File: src/rtl/bwb_pkg.sv
package bwb_pkg;
  typedef enum logic [2:0] {
    ST_IDLE, ST_WAITW, ST_SETUP, ST_ACCESS, ST_RESP
  } bwb_state_t;

  typedef struct packed {
    logic captureAw;
    logic captureW;
    logic stepAddr;
    logic mergeErr;
  } bwb_strobe_t;

  localparam logic [1:0] BURST_FIXED = 2'b00;
  localparam logic [1:0] RESP_OKAY   = 2'b00;
  localparam logic [1:0] RESP_SLVERR = 2'b10;
endpackage

File: src/rtl/bwb_ctrl.sv
module bwb_ctrl
  import bwb_pkg::*;
#(
  parameter int LEN_W = 8
) (
  input  logic             clk,
  input  logic             rstN,
  input  logic             awvalid,
  input  logic [LEN_W-1:0] awlen,
  input  logic             wvalid,
  input  logic             wlast,
  input  logic             bready,
  input  logic             pready,
  output logic             awready,
  output logic             wready,
  output logic             bvalid,
  output logic             psel,
  output logic             penable,
  output bwb_strobe_t      strobe
);
  bwb_state_t stateQ, stateD;
  logic [LEN_W-1:0] lenQ, beatQ;
  logic lastBeat;

  assign lastBeat = (beatQ == lenQ);
  assign awready  = (stateQ == ST_IDLE);
  assign wready   = (stateQ == ST_WAITW);
  assign psel     = (stateQ == ST_SETUP) || (stateQ == ST_ACCESS);
  assign penable  = (stateQ == ST_ACCESS);
  assign bvalid   = (stateQ == ST_RESP);

  always_comb begin
    strobe.captureAw = (stateQ == ST_IDLE) && awvalid;
    strobe.captureW  = (stateQ == ST_WAITW) && wvalid;
    strobe.mergeErr  = (stateQ == ST_ACCESS) && pready;
    strobe.stepAddr  = (stateQ == ST_ACCESS) && pready && !lastBeat;
  end

  always_comb begin
    stateD = stateQ;
    unique case (stateQ)
      ST_IDLE:   if (awvalid) stateD = ST_WAITW;
      ST_WAITW:  if (wvalid) stateD = ST_SETUP;
      ST_SETUP:  stateD = ST_ACCESS;
      ST_ACCESS: if (pready) stateD = lastBeat ? ST_RESP : ST_WAITW;
      ST_RESP:   if (bready) stateD = ST_IDLE;
      default:   stateD = ST_IDLE;
    endcase
  end

  always_ff @(posedge clk or negedge rstN) begin
    if (!rstN) begin
      stateQ <= ST_IDLE;
      lenQ   <= '0;
      beatQ  <= '0;
    end else begin
      stateQ <= stateD;
      if (strobe.captureAw) begin
        lenQ  <= awlen;
        beatQ <= '0;
      end else if (strobe.stepAddr) begin
        beatQ <= beatQ + 1'b1;
      end
    end
  end

  // the master's final-beat marker lines up with the captured length
  a_r1_wlast_final: assert property (@(posedge clk) disable iff (!rstN)
    (wvalid && wready) |-> (wlast == lastBeat));
  // a setup cycle is always followed by an access cycle
  a_r2_setup_to_access: assert property (@(posedge clk) disable iff (!rstN)
    (psel && !penable) |=> (psel && penable));
  // access holds while the peripheral stalls
  a_r2_hold_access: assert property (@(posedge clk) disable iff (!rstN)
    (penable && !pready) |=> (psel && penable));
  // a completed beat never runs straight into another access phase
  a_r3_single_flight: assert property (@(posedge clk) disable iff (!rstN)
    (penable && pready) |=> !penable);
  // response held until taken
  a_r6_b_hold: assert property (@(posedge clk) disable iff (!rstN)
    (bvalid && !bready) |=> bvalid);
  // no data accepted while a transfer runs
  a_r7_wready_quiet: assert property (@(posedge clk) disable iff (!rstN)
    psel |-> !wready);
  // no new address while a response is outstanding
  a_r8_aw_blocked: assert property (@(posedge clk) disable iff (!rstN)
    (bvalid || psel) |-> !awready);
endmodule

File: src/rtl/bwb_dpath.sv
module bwb_dpath
  import bwb_pkg::*;
#(
  parameter int ADDR_W = 32,
  parameter int DATA_W = 32,
  localparam int STRB_W = DATA_W / 8
) (
  input  logic              clk,
  input  logic              rstN,
  input  bwb_strobe_t       strobe,
  input  logic [ADDR_W-1:0] awaddr,
  input  logic [2:0]        awsize,
  input  logic [1:0]        awburst,
  input  logic [2:0]        awprot,
  input  logic [DATA_W-1:0] wdata,
  input  logic [STRB_W-1:0] wstrb,
  input  logic              pslverr,
  output logic [ADDR_W-1:0] paddr,
  output logic [DATA_W-1:0] pwdata,
  output logic [STRB_W-1:0] pstrb,
  output logic [2:0]        pprot,
  output logic              errSticky
);
  logic [2:0] sizeQ;
  logic       fixedQ;
  logic [ADDR_W-1:0] stepAmt;

  assign stepAmt = fixedQ ? '0 : (ADDR_W'(1) << sizeQ);

  always_ff @(posedge clk or negedge rstN) begin
    if (!rstN) begin
      paddr     <= '0;
      sizeQ     <= '0;
      fixedQ    <= 1'b0;
      pprot     <= '0;
      pwdata    <= '0;
      pstrb     <= '0;
      errSticky <= 1'b0;
    end else begin
      if (strobe.captureAw) begin
        paddr     <= awaddr;
        sizeQ     <= awsize;
        fixedQ    <= (awburst == BURST_FIXED);
        pprot     <= awprot;
        errSticky <= 1'b0;
      end else begin
        if (strobe.stepAddr) paddr <= paddr + stepAmt;
        if (strobe.mergeErr) errSticky <= errSticky | pslverr;
      end
      if (strobe.captureW) begin
        pwdata <= wdata;
        pstrb  <= wstrb;
      end
    end
  end

  // once set within a burst the flag only clears on a new address
  a_r5_sticky: assert property (@(posedge clk) disable iff (!rstN)
    (errSticky && !strobe.captureAw) |=> errSticky);
endmodule

File: src/rtl/wr_burst_serializer.sv
module wr_burst_serializer
  import bwb_pkg::*;
#(
  parameter int ADDR_W = 32,
  parameter int DATA_W = 32,
  parameter int LEN_W  = 8,
  localparam int STRB_W = DATA_W / 8
) (
  input  logic              clk,
  input  logic              rstN,
  input  logic              awvalid,
  output logic              awready,
  input  logic [ADDR_W-1:0] awaddr,
  input  logic [LEN_W-1:0]  awlen,
  input  logic [2:0]        awsize,
  input  logic [1:0]        awburst,
  input  logic [2:0]        awprot,
  input  logic              wvalid,
  output logic              wready,
  input  logic [DATA_W-1:0] wdata,
  input  logic [STRB_W-1:0] wstrb,
  input  logic              wlast,
  output logic              bvalid,
  input  logic              bready,
  output logic [1:0]        bresp,
  output logic              psel,
  output logic              penable,
  output logic [ADDR_W-1:0] paddr,
  output logic              pwrite,
  output logic [DATA_W-1:0] pwdata,
  output logic [STRB_W-1:0] pstrb,
  output logic [2:0]        pprot,
  input  logic              pready,
  input  logic              pslverr
);
  bwb_strobe_t strobe;
  logic errSticky;

  bwb_ctrl #(.LEN_W(LEN_W)) ctrl_i (
    .clk(clk), .rstN(rstN), .awvalid(awvalid), .awlen(awlen),
    .wvalid(wvalid), .wlast(wlast), .bready(bready), .pready(pready),
    .awready(awready), .wready(wready), .bvalid(bvalid),
    .psel(psel), .penable(penable), .strobe(strobe)
  );

  bwb_dpath #(.ADDR_W(ADDR_W), .DATA_W(DATA_W)) dpath_i (
    .clk(clk), .rstN(rstN), .strobe(strobe), .awaddr(awaddr),
    .awsize(awsize), .awburst(awburst), .awprot(awprot),
    .wdata(wdata), .wstrb(wstrb), .pslverr(pslverr),
    .paddr(paddr), .pwdata(pwdata), .pstrb(pstrb), .pprot(pprot),
    .errSticky(errSticky)
  );

  assign pwrite = psel;
  assign bresp  = (bvalid && errSticky) ? RESP_SLVERR : RESP_OKAY;

  // address and data stay put for the whole transfer
  a_r2_paddr_stable: assert property (@(posedge clk) disable iff (!rstN)
    penable |-> ($stable(paddr) && $stable(pwdata) && $stable(pstrb)));
  // response code stable while waiting
  a_r6_bresp_stable: assert property (@(posedge clk) disable iff (!rstN)
    (bvalid && !bready) |=> $stable(bresp));
endmodule

File: config.mk
export PLATFORM = sky130hd
export DESIGN_NAME = wr_burst_serializer
export DESIGN_NICKNAME = d
export VERILOG_FILES = /design/src/rtl/bwb_pkg.sv /design/src/rtl/bwb_ctrl.sv /design/src/rtl/bwb_dpath.sv /design/src/rtl/wr_burst_serializer.sv
export SDC_FILE = /design/constraint.sdc
export NUM_CORES = 1
export LEC_CHECK = 0
export BUFFER_PORTS_ARGS = -buffer_cell sky130_fd_sc_hd__buf_2
export CAP_MARGIN = 20
export CORE_AREA = 3 3 108 110
export DETAILED_ROUTE_END_ITERATION = 8
export DIE_AREA = 0 0 111 113
export PLACE_DENSITY = 0.78
export SYNTH_ARGS = -nofsm -noshare
export SYNTH_HDL_FRONTEND = slang
export SYNTH_SLANG_ARGS = --single-unit
File: constraint.sdc
create_clock -name clk -period 3.9 [get_ports clk]
set_input_delay 0.585 -clock clk [delete_from_list [all_inputs] [get_ports clk]]
set_output_delay 0.585 -clock clk [all_outputs]
set_load 0.1 [all_outputs]
==> flow_summary.ini <==
[clock_tree]
post-cts-setup-buffers = 0
maximum_number_of_buffers_from_clock_root_to_sink = 2
clk_transition_reported_paths_ns = 0.10
htree_levels = 3
cts-buffers-inserted = 9
holdBufCountCts = 0
cts_tree = yes
post_cts_resized = 0
insertion_delay_ns = 0.36
clockRootBuffer = sky130_fd_sc_hd__clkbuf_8
cts.sink_count = 95

[logic_synthesis]
synth-async-reset-ratio = 1.000
syn-mean-instance-area_um2 = 10.18
postSynthNetCount = 574
post-synth-top-area-fraction = 0.4947
ys.flop_type = sky130_fd_sc_hd__dfrtp_1
mapped_cell_area_um2 = 4806
synth_seq_cells = 95
netlist_cell_types = 57
biggest_area_contributors_in_the_synthesized_netlist = sky130_fd_sc_hd__dfrtp_1 49%, sky130_fd_sc_hd__mux2_2 8.4%, sky130_fd_sc_hd__nand2_1 6.1%, sky130_fd_sc_hd__xnor2_1 3.8%, sky130_fd_sc_hd__nor2_1 3.4%
netlist_instances = 472
synth.top_cells.by_count = 95 x sky130_fd_sc_hd__dfrtp_1, 78 x sky130_fd_sc_hd__nand2_1, 43 x sky130_fd_sc_hd__nor2_1, 36 x sky130_fd_sc_hd__mux2_2, 21 x sky130_fd_sc_hd__xnor2_1
synth_enable_flop_cells = 0
seq_area_frac_synth = 0.4947
yosysTopAreaCell = sky130_fd_sc_hd__dfrtp_1
yosys_warnings = 0
synth.most_common_cell = sky130_fd_sc_hd__dfrtp_1

[floorplanning]
die-height_um = 113
die_area_um2 = 12540
standard_cell_row_count = 38
initial_utilization = 0.4453
core_area_um2 = 10790
io_pins = 171
die_x_um = 111

[critical_path]
worstPathMaxFanout = 8
critical_path.endpoint_type = flip-flop
timing.critical_path.required_ns = 4.15
worst_ep_arrival_time_ns = 3.19
cp-start-kind = flip-flop
worst-setup-path-type = flip-flop to flip-flop

[sta]
timing.clock.skew_ns = 0.009207
maxSlewHeadroom = 0.3622
period_share = 0.7528
max_freq_ghz = 0.3406
setup_total_negative_slack_ns = 0
setup-violations-final = 0
drv_slew = 0
period_needed_ns = 2.936
hold_viol_final = 0
rsz0062_at_grt = false
timing_worst_slew_pin_value_ns = 0.9546
whs_ns = 0.1538

[route]
detailroute.via_count = 4079
detailedRoute.firstPassIterationCount = 4
wl_per_cell_um = 15.89
wirelength_met1_um = 5303
drt_iter0_markers = 204
average_via_count_per_standard_cell = 5.236
postRouteAntennaNets = 0
dr.max_layer_used = met5
met3WireLength_um = 801
routed_wl_um = 12380
wl_met2_um = 6008
remaining_drc_errors = 0

[finish]
post_route_cells_drive_above_1_share = 0.3762
layout.nets = 735
area.growth.synth_to_final_pct = 23.69
layout.cell_area.non_filler_um2 = 5944

[placed_design]
global_placer_s_final_weighted_congestion = 0.8627
port_buffers = 168
hpwl_um = 9377
placement.cell_area_um2 = 5752

[run_status]
outcome = finished clean

[flow_run]
maxCapViolCount = 0

[grt]
grt_usage = 0.1989
initial_antenna_violation_count = 2
grt_pass1_vias = 4043
grt_pass1_wl_um = 20060
grt_overflow = 0
maximum_number_of_pins_on_one_net_before_global_route_repair = 54

[hold_path]
hold_class = primary input to async pin
stage by stage:
step           utilization  setup WS [ns]  cells
6_report            0.5508         0.9640    779
3_3_place_gp        0.5329          1.069    762
3_5_place_dp        0.5329         0.9993    762
2_1_floorplan            -        0.02224    472
5_1_grt             0.5508         0.7542    779
4_1_cts             0.5505         0.9636    778
layout make-up:
cell class | instances | area, um^2
inverters | 4 | 15.01
clock buffers | 10 | 137.6
multi-input cells | 350 | 2303
repair buffers | 173 | 880.8
well taps | 140 | 175.2
flip-flops and latches | 95 | 2377
diodes | 1 | 2.502
clock inverters | 6 | 52.55
fillers | 986 | 4848
worst max-delay path, cell delays in order, from the launching register on:
cell and delay [ns]:
sky130_fd_sc_hd__dfrtp_1 0.45, sky130_fd_sc_hd__nand2b_1 0.21, sky130_fd_sc_hd__nor2_1 0.19, sky130_fd_sc_hd__ha_1 0.34
sky130_fd_sc_hd__a21oi_2 0.25, sky130_fd_sc_hd__inv_1 0.09, sky130_fd_sc_hd__o41ai_2 0.61, sky130_fd_sc_hd__buf_4 0.29
sky130_fd_sc_hd__nor2_1 0.08, sky130_fd_sc_hd__a221o_1 0.32
final timing paths:
check                                  from           endpoint  slack (ns)  depth (start not counted)
max                          dpath_i.fixedQ  dpath_i.paddr[18]        0.96                          9
min                                    rstN  dpath_i.pwdata[8]        0.15                          1
max reg2reg                  dpath_i.fixedQ  dpath_i.paddr[18]        0.96                          9
min reg2reg                dpath_i.pprot[2]   dpath_i.pprot[2]        0.48                          2
max in group asynchronous              rstN   dpath_i.paddr[9]        2.97                          2
min in group clk                 awburst[0]     dpath_i.fixedQ        0.40                          2
cell families (layout without fill, tap and decap cells):
kind of cell | Yosys count | after routing | share of synthesized area
other cells | 1 | 2 | 0.0007803
xor+xnor | 33 | 33 | 0.06014
buf+inv | 27 | 193 | 0.02812
flops | 95 | 95 | 0.4947
compound gates | 73 | 73 | 0.1018
simple gates | 194 | 194 | 0.1963
fa+ha+maj | 10 | 10 | 0.02760
mux | 39 | 39 | 0.09060
registers in the layout, indices dropped and copies added (netlist names):
signal / flops
dpath_i.errSticky: 1
ctrl_i.lenQ: 8
dpath_i.sizeQ: 3
dpath_i.pwdata: 32
dpath_i.pprot: 3
ctrl_i.stateQ: 3
dpath_i.paddr: 32
dpath_i.pstrb: 4
ctrl_i.beatQ: 8
dpath_i.fixedQ: 1
layout by cell type, fill, tap and decap left out, types with 3 or more instances in the layout:
cell type | Yosys | layout
sky130_fd_sc_hd__a211oi_1 | 3 | 3
sky130_fd_sc_hd__a21o_1 | 4 | 4
sky130_fd_sc_hd__a21oi_1 | 15 | 15
sky130_fd_sc_hd__a31oi_1 | 9 | 9
sky130_fd_sc_hd__and2_1 | 4 | 4
sky130_fd_sc_hd__and3_1 | 7 | 7
sky130_fd_sc_hd__and4_1 | 3 | 3
sky130_fd_sc_hd__buf_2 | 9 | 167
sky130_fd_sc_hd__buf_4 | 4 | 6
sky130_fd_sc_hd__clkbuf_8 | 0 | 10
sky130_fd_sc_hd__dfrtp_1 | 95 | 95
sky130_fd_sc_hd__ha_1 | 9 | 9
sky130_fd_sc_hd__inv_1 | 4 | 4
sky130_fd_sc_hd__mux2_2 | 36 | 36
sky130_fd_sc_hd__mux2i_1 | 3 | 3
sky130_fd_sc_hd__nand2_1 | 78 | 77
sky130_fd_sc_hd__nand2b_1 | 4 | 4
sky130_fd_sc_hd__nand3_1 | 11 | 11
sky130_fd_sc_hd__nand4_1 | 11 | 11
sky130_fd_sc_hd__nor2_1 | 43 | 43
sky130_fd_sc_hd__nor3_1 | 15 | 15
sky130_fd_sc_hd__o21ai_0 | 18 | 18
sky130_fd_sc_hd__o22ai_1 | 5 | 5
sky130_fd_sc_hd__o31ai_1 | 3 | 3
sky130_fd_sc_hd__or3_1 | 5 | 5
sky130_fd_sc_hd__xnor2_1 | 21 | 21
sky130_fd_sc_hd__xor2_1 | 12 | 12
layer usage:
metal	track usage	vias to the layer above
met4	0.08210	2
met3	0.05187	23
li1	-	1979
met1	0.2458	1927
met5	0	-
met2	0.3333	148
Power is left out: the tool's default activity adds up to more than one toggle a clock period on the data nets, which glitch-free logic cannot reach.
